$ cat config.mk
export PLATFORM = sky130hd
export DESIGN_NAME = rx_desc_ring
export DESIGN_NICKNAME = d
export VERILOG_FILES = /design/src/rtl/rxr_pkg.sv /design/src/rtl/rxr_index_track.sv /design/src/rtl/rxr_desc_writer.sv /design/src/rtl/rxr_flow_ctl.sv /design/src/rtl/rxr_done_irq.sv /design/src/rtl/rx_desc_ring.sv
export SDC_FILE = /design/constraint.sdc
export NUM_CORES = 1
export LEC_CHECK = 0
export BUFFER_PORTS_ARGS = -buffer_cell sky130_fd_sc_hd__buf_2
export CORE_AREA = 2 2 141 171
export DETAILED_ROUTE_END_ITERATION = 10
export DIE_AREA = 0 0 143 173
export GPL_TIMING_DRIVEN = 1
export PLACE_DENSITY_LB_ADDON = 0.1
export SLEW_MARGIN = 5
export SYNTH_ARGS = -nofsm -noshare
export SYNTH_HDL_FRONTEND = slang
export SYNTH_SLANG_ARGS = --single-unit
export TNS_END_PERCENT = 30
$ cat constraint.sdc
create_clock -name clk -period 7.4 [get_ports clk]
set_input_delay 1.11 -clock clk [delete_from_list [all_inputs] [get_ports clk]]
set_output_delay 1.11 -clock clk [all_outputs]
set_load 0.005 [all_outputs]
$ cat src/rtl/rxr_pkg.sv
package rxr_pkg;
   localparam int ST_SOP  = 0;
   localparam int ST_EOP  = 1;
   localparam int ST_CRC  = 2;
   localparam int ST_OVF  = 3;
   localparam int ST_FRAG = 4;

   localparam logic [1:0] SEL_PROD = 2'd0;
   localparam logic [1:0] SEL_CONS = 2'd1;
   localparam logic [1:0] SEL_FLOW = 2'd2;
   localparam logic [1:0] SEL_DONE = 2'd3;

   typedef struct packed {
      logic ovf;
      logic crc_err;
      logic eop;
      logic sop;
   } rx_flags_t;

   function automatic logic [15:0] pack_flags(input rx_flags_t f);
      logic [15:0] w;
      w          = '0;
      w[ST_SOP]  = f.sop;
      w[ST_EOP]  = f.eop;
      w[ST_CRC]  = f.crc_err;
      w[ST_OVF]  = f.ovf;
      w[ST_FRAG] = !(f.sop && f.eop);
      return w;
   endfunction
endpackage

$ cat src/rtl/rxr_index_track.sv
module rxr_index_track #(
   parameter int IDX_W        = 16,
   parameter int RING_ENTRIES = 8,
   parameter bit SAT_DISCARD  = 1'b1
) (
   input  logic               clk,
   input  logic               rst_n,
   input  logic               frm_valid,
   input  logic               prod_we,
   input  logic [2*IDX_W-1:0] prod_wdata,
   input  logic               cons_we,
   input  logic [IDX_W-1:0]   cons_wdata,
   output logic [IDX_W-1:0]   prod,
   output logic [IDX_W-1:0]   cons,
   output logic [IDX_W-1:0]   discard,
   output logic [IDX_W-1:0]   occ,
   output logic               accept
);
   localparam logic [IDX_W-1:0] RING_N  = IDX_W'(RING_ENTRIES);
   localparam logic [IDX_W-1:0] DISC_MX = '1;

   logic             full;
   logic             drop;
   logic [IDX_W-1:0] disc_inc;

   assign occ    = prod - cons;
   assign full   = (occ >= RING_N);
   assign accept = frm_valid && !full && !prod_we;
   assign drop   = frm_valid && full && !prod_we;

   generate
      if (SAT_DISCARD) begin : g_sat
         assign disc_inc = (discard == DISC_MX) ? discard : discard + 1'b1;
      end else begin : g_wrap
         assign disc_inc = discard + 1'b1;
      end
   endgenerate

   always_ff @(posedge clk or negedge rst_n) begin
      if (!rst_n) begin
         prod    <= '0;
         discard <= '0;
      end else if (prod_we) begin
         prod    <= prod_wdata[IDX_W-1:0];
         discard <= prod_wdata[2*IDX_W-1:IDX_W];
      end else begin
         if (accept) prod    <= prod + 1'b1;
         if (drop)   discard <= disc_inc;
      end
   end

   always_ff @(posedge clk or negedge rst_n) begin
      if (!rst_n)       cons <= '0;
      else if (cons_we) cons <= cons_wdata;
   end
endmodule

$ cat src/rtl/rxr_desc_writer.sv
module rxr_desc_writer
   import rxr_pkg::*;
#(
   parameter int ADDR_W         = 16,
   parameter int LEN_W          = 16,
   parameter int WORDS_PER_DESC = 3,
   parameter int START_ENTRY    = 0,
   parameter int END_ENTRY      = 8
) (
   input  logic                clk,
   input  logic                rst_n,
   input  logic                accept,
   input  logic [LEN_W-1:0]    frm_len,
   input  rx_flags_t           flags,
   output logic                desc_we,
   output logic [ADDR_W-1:0]   desc_addr,
   output logic [LEN_W+15:0]   desc_status
);
   localparam logic [ADDR_W-1:0] FIRST = ADDR_W'(START_ENTRY * WORDS_PER_DESC);
   localparam logic [ADDR_W-1:0] LAST  = ADDR_W'((END_ENTRY - 1) * WORDS_PER_DESC);
   localparam logic [ADDR_W-1:0] STEP  = ADDR_W'(WORDS_PER_DESC);

   logic [ADDR_W-1:0] wr_ptr;

   always_ff @(posedge clk or negedge rst_n) begin
      if (!rst_n) begin
         wr_ptr      <= FIRST;
         desc_we     <= 1'b0;
         desc_addr   <= FIRST;
         desc_status <= '0;
      end else begin
         desc_we <= accept;
         if (accept) begin
            desc_addr   <= wr_ptr;
            desc_status <= {frm_len, pack_flags(flags)};
            wr_ptr      <= (wr_ptr == LAST) ? FIRST : wr_ptr + STEP;
         end
      end
   end
endmodule

$ cat src/rtl/rxr_flow_ctl.sv
module rxr_flow_ctl #(
   parameter int IDX_W = 16
) (
   input  logic             clk,
   input  logic             rst_n,
   input  logic [IDX_W-1:0] occ,
   input  logic [IDX_W-1:0] on_thr,
   input  logic [IDX_W-1:0] off_thr,
   output logic             xoff
);
   always_ff @(posedge clk or negedge rst_n) begin
      if (!rst_n)                xoff <= 1'b0;
      else if (occ >= on_thr)    xoff <= 1'b1;
      else if (occ <= off_thr)   xoff <= 1'b0;
   end
endmodule

$ cat src/rtl/rxr_done_irq.sv
module rxr_done_irq #(
   parameter int IDX_W = 16
) (
   input  logic             clk,
   input  logic             rst_n,
   input  logic             accept,
   input  logic             thr_we,
   input  logic [IDX_W-1:0] thr,
   output logic             irq
);
   logic [IDX_W-1:0] cnt;
   logic [IDX_W:0]   cnt_nx;
   logic             hit;

   assign cnt_nx = {1'b0, cnt} + 1'b1;
   assign hit    = (thr != '0) && (cnt_nx >= {1'b0, thr});

   always_ff @(posedge clk or negedge rst_n) begin
      if (!rst_n) begin
         cnt <= '0;
         irq <= 1'b0;
      end else if (thr_we) begin
         cnt <= '0;
         irq <= 1'b0;
      end else begin
         irq <= accept && hit;
         if (accept && thr != '0) cnt <= hit ? '0 : cnt_nx[IDX_W-1:0];
      end
   end
endmodule

$ cat src/rtl/rx_desc_ring.sv
module rx_desc_ring
   import rxr_pkg::*;
#(
   parameter int IDX_W          = 16,
   parameter int ADDR_W         = 16,
   parameter int WORDS_PER_DESC = 3,
   parameter int START_ENTRY    = 0,
   parameter int END_ENTRY      = 8,
   parameter int BUF_LEN        = 2048,
   parameter int XOFF_INIT      = 6,
   parameter int XON_INIT       = 2,
   parameter int DONE_INIT      = 1,
   parameter bit SAT_DISCARD    = 1'b1
) (
   input  logic                 clk,
   input  logic                 rst_n,
   input  logic                 frm_valid,
   input  logic [IDX_W-1:0]     frm_len,
   input  logic                 frm_sop,
   input  logic                 frm_eop,
   input  logic                 frm_crc_err,
   input  logic                 frm_ovf,
   input  logic                 reg_we,
   input  logic [1:0]           reg_sel,
   input  logic [2*IDX_W-1:0]   reg_wdata,
   output logic [2*IDX_W-1:0]   prod_reg,
   output logic [IDX_W-1:0]     cons_idx,
   output logic [IDX_W-1:0]     occupancy,
   output logic [2*IDX_W-1:0]   bufsize_reg,
   output logic [ADDR_W-1:0]    end_addr,
   output logic                 desc_we,
   output logic [ADDR_W-1:0]    desc_addr,
   output logic [2*IDX_W-1:0]   desc_status,
   output logic                 xoff,
   output logic                 done_irq
);
   localparam int RING_ENTRIES = END_ENTRY - START_ENTRY;

   generate
      if (IDX_W != 16) begin : g_bad_idx
         $error("rx_desc_ring: index width must be 16");
      end
      if (RING_ENTRIES < 1) begin : g_bad_ring
         $error("rx_desc_ring: END_ENTRY must exceed START_ENTRY");
      end
      if (END_ENTRY * WORDS_PER_DESC > (1 << ADDR_W)) begin : g_bad_addr
         $error("rx_desc_ring: ring does not fit the address width");
      end
      if (WORDS_PER_DESC < 1) begin : g_bad_wpd
         $error("rx_desc_ring: descriptor must hold at least one word");
      end
   endgenerate

   logic             prod_we, cons_we, flow_we, done_we;
   logic [IDX_W-1:0] prod, discard, xoff_thr, xon_thr, done_thr;
   logic             accept;
   rx_flags_t        flags;

   assign prod_we = reg_we && (reg_sel == SEL_PROD);
   assign cons_we = reg_we && (reg_sel == SEL_CONS);
   assign flow_we = reg_we && (reg_sel == SEL_FLOW);
   assign done_we = reg_we && (reg_sel == SEL_DONE);

   always_ff @(posedge clk or negedge rst_n) begin
      if (!rst_n) begin
         xoff_thr <= IDX_W'(XOFF_INIT);
         xon_thr  <= IDX_W'(XON_INIT);
         done_thr <= IDX_W'(DONE_INIT);
      end else begin
         if (flow_we) begin
            xoff_thr <= reg_wdata[2*IDX_W-1:IDX_W];
            xon_thr  <= reg_wdata[IDX_W-1:0];
         end
         if (done_we) done_thr <= reg_wdata[IDX_W-1:0];
      end
   end

   assign flags = '{ovf: frm_ovf, crc_err: frm_crc_err, eop: frm_eop, sop: frm_sop};

   rxr_index_track #(
      .IDX_W(IDX_W), .RING_ENTRIES(RING_ENTRIES), .SAT_DISCARD(SAT_DISCARD)
   ) u_idx (
      .clk(clk), .rst_n(rst_n), .frm_valid(frm_valid),
      .prod_we(prod_we), .prod_wdata(reg_wdata),
      .cons_we(cons_we), .cons_wdata(reg_wdata[IDX_W-1:0]),
      .prod(prod), .cons(cons_idx), .discard(discard),
      .occ(occupancy), .accept(accept)
   );

   rxr_desc_writer #(
      .ADDR_W(ADDR_W), .LEN_W(IDX_W), .WORDS_PER_DESC(WORDS_PER_DESC),
      .START_ENTRY(START_ENTRY), .END_ENTRY(END_ENTRY)
   ) u_desc (
      .clk(clk), .rst_n(rst_n), .accept(accept), .frm_len(frm_len),
      .flags(flags), .desc_we(desc_we), .desc_addr(desc_addr),
      .desc_status(desc_status)
   );

   rxr_flow_ctl #(.IDX_W(IDX_W)) u_flow (
      .clk(clk), .rst_n(rst_n), .occ(occupancy),
      .on_thr(xoff_thr), .off_thr(xon_thr), .xoff(xoff)
   );

   rxr_done_irq #(.IDX_W(IDX_W)) u_done (
      .clk(clk), .rst_n(rst_n), .accept(accept),
      .thr_we(done_we), .thr(done_thr), .irq(done_irq)
   );

   assign prod_reg    = {discard, prod};
   assign bufsize_reg = {IDX_W'(RING_ENTRIES), IDX_W'(BUF_LEN)};
   assign end_addr    = ADDR_W'(END_ENTRY * WORDS_PER_DESC - 1);
endmodule

==> results.py <==
metrics = {
    "status": {
        "status": "complete, no violations",
    },
    "timing": {
        "setup_ws_ns": 2.97,
        "relSlewSlack_pct": 32.4,
        "skew_ns": 0.00992,
        "rsz0062_at_grt": "no",
        "worstMarginPinSlew_ns": 1.01,
        "fmax_mhz": 226,
        "hold_violations": 0,
        "slew_viol_final": 0,
        "fin_hold_ws_ns": 0.461,
        "fin_crit_sh_pct": 59.9,
        "final.setup.tns_ns": 0,
        "setup_violations": 0,
        "min_period_ns": 4.43,
    },
    "finish": {
        "drive_gt1_share_pct": 20.8,
        "largest_reg_flops": 21,
        "areaGrowthSynthToFinish_pct": 13.7,
        "fin_area_um2": 11900,
        "top_register": "u_desc.desc_status",
        "final_nets": 1417,
    },
    "clock_tree": {
        "cts.sinks": 168,
        "clock_latency_ns": 0.44,
        "cts_max_level": 4,
        "cts_root_buf": "clkbuf_16",
        "cts_setup_buffers": 0,
        "ctsHoldBuffers": 0,
        "cts_buffer_depth": 2,
        "cts_tree": "built",
        "cts_made_buffers": 17,
        "cts_resized": 0,
        "clk_pin_slew_ns": 0.07,
    },
    "floorplan": {
        "die-area_um2": 24700,
        "core_area_um2": 23000,
        "dieHeight_um": 173,
        "dieWidth_um": 143,
        "rows": 61,
        "io-pin-count": 221,
        "initial_core_util_pct": 45.6,
    },
    "worst_setup_path": {
        "worstReg2RegStart": "u_idx.prod[0]",
        "path_class": "reg2out",
        "required_ns": 6.29,
        "reg2reg_to": "u_done.cnt[9]",
        "cp.arrival_ns": 3.32,
        "worstRegToRegCells": 13,
        "cp-end-kind": "output port",
        "path_max_fanout": 6,
        "rrSetupSlack_ns": 3.30,
        "crit_path_start_kind": "flop",
    },
    "power_and_ir_drop": {
        "power.leakage_uw": 0.00609,
        "power_density_nw_per_um2": 266,
        "p_total_uw": 3170,
        "ir_worst_vdd_mv": 0.169,
    },
    "placement": {
        "routabilityCongestion": 0.911,
        "io_buffers": 161,
        "place_area_um2": 11300,
        "hpwlAfterDp_um": 20200,
        "post-place-ws_ns": 3.37,
    },
    "route": {
        "route.vias.total": 8532,
        "wl_per_cell_um": 17.0,
        "totalWireLength_um": 27500,
        "vias_per_cell": 5.27,
        "drc_errors": 0,
        "ant_nets": 0,
        "drt_iter0_drc": 428,
        "dr.pass1.iters": 5,
    },
    "yosys": {
        "ys.flop_type": "dfrtp_1",
        "synthesis.area_um2": 10500,
        "async_flop_share_pct": 100,
        "yosysSeqAreaShare_pct": 40.2,
        "synth_edf_count": 0,
        "syn_inst": 1156,
        "ys_ff_latch": 168,
        "synth_cell_type_count": 66,
        "avgSynthCellArea_um2": 9.05,
        "yosys_warnings": 0,
    },
    "global_route": {
        "grt_pass1_vias": 8488,
        "grt_max_degree": 101,
        "grt_overflow": 0,
        "antenna_found_initial": 2,
        "grt_usage_pct": 22.9,
        "grt_pass1_wl_um": 44800,
    },
    "job": {
        "drv_cap": 0,
    },
    "hold_path": {
        "hold_start": "u_desc.desc_status[22]",
        "min_path_type": "reg2reg",
        "hold_path_end": "u_desc.desc_status[22]",
        "hold_depth": 2,
    },
}
[cells in the mapped netlist, types with 11 or more instances]
cell type    n  area, um^2
mux2_2      49         552
xnor2_1     34         298
o21ai_0     85         425
a21o_1      23         173
buf_2       14        70.1
nor2b_1     12        75.1
xor2_1      20         175
inv_1       76         285
nand3_1     28         140
nor3_1      12        60.1
a21oi_1     27         135
ha_1        67         838
o211ai_1    11        82.6
and3_1      34         213
nand4_1     21         131
nor2_1      56         210
buf_4       59         443
dfrtp_1    164        4100
clkbuf_1    35         131
nand2_1    186         698
mux2i_1     11         110
[critical path, cell delays in order (launching register included)]
cell	delay, ns
dfrtp_1	0.40
inv_1	0.10
ha_1	0.16
inv_1	0.05
fa_1	0.46
a211oi_2	0.28
nor3_1	0.15
or2_2	0.33
o311ai_2	0.71
buf_2	0.25
[per-layer routing]
layer | GRT usage [%] | routed length (um)
met1 | 29.4 | 12100
met4 | 7.26 | 669
met5 | 0 | 13
met2 | 38.5 | 13500
met3 | 4.54 | 1340
[layout by cell type, fill, tap and decap left out, drive strengths merged, types with 12 or more instances in the layout]
| master | netlist | final |
|---|---|---|
| xnor2 | 34 | 34 |
| o21ai | 86 | 86 |
| a21oi | 29 | 29 |
| inv | 76 | 83 |
| conb | 2 | 59 |
| nor4 | 12 | 12 |
| o211ai | 12 | 12 |
| mux2 | 49 | 49 |
| buf | 76 | 170 |
| ha | 67 | 67 |
| clkbuf | 35 | 17 |
| nor3 | 12 | 12 |
| a21o | 23 | 23 |
| nand2 | 187 | 187 |
| xor2 | 20 | 20 |
| nor2b | 12 | 12 |
| nand4 | 21 | 21 |
| dfrtp | 164 | 164 |
| and3 | 34 | 34 |
| nor2 | 56 | 56 |
| nand3 | 28 | 28 |
[cell type report]
type                       count  area [um^2]
tap                          315          394
fill                        2191        11100
multi-input combinational    858         5540
inverter                      76          285
antenna                        1         2.50
sequential                   168         4210
clock buffer                  17          425
clock inverter                15          159
timing repair buffer         170          880
[how the worst max path moves through the flow]
| stage | startpoint | to | cells past startpoint |
|---|---|---|---|
| after floorplan | u_idx.prod[0] | u_flow.xoff | 16 |
| after global placement | u_idx.prod[0] | u_done.cnt[2] | 13 |
| after detailed placement | u_idx.prod[0] | u_done.cnt[10] | 13 |
| after CTS | u_idx.prod[0] | occupancy[14] | 9 |
| after global routing | u_idx.prod[0] | occupancy[14] | 9 |
| final | u_idx.prod[0] | occupancy[14] | 9 |
[where the power goes]
part / internal [uW] / switching (uW) / total [uW]
logic: 486 / 666 / 1150
registers: 1030 / 95.2 / 1120
clock network: 477 / 413 / 890
[metrics by stage]
| step | utilization, % | cells |
|---|---|---|
| final | 51.8 | 1620 |
| after global routing | 51.8 | 1620 |
| after CTS | 51.8 | 1619 |
| after detailed placement | 49.2 | 1587 |
| after global placement | 49.2 | 1587 |
| after floorplan | - | 1213 |
[logic make-up (layout without fill, tap and decap cells)]
group	count (synthesis)	after routing	synth area share, %
XOR/XNOR	54	54	4.52
adder cells (fa/ha/maj)	69	69	8.30
multiplexers	60	60	6.32
buffers and inverters	187	278	9.06
AO/OA/AOI/OAI	207	207	12.7
other	2	60	0.0718
flip-flops	168	168	40.2
AND/OR/NAND/NOR	409	409	18.8
Note: power is estimated with default switching activity, not from simulation.
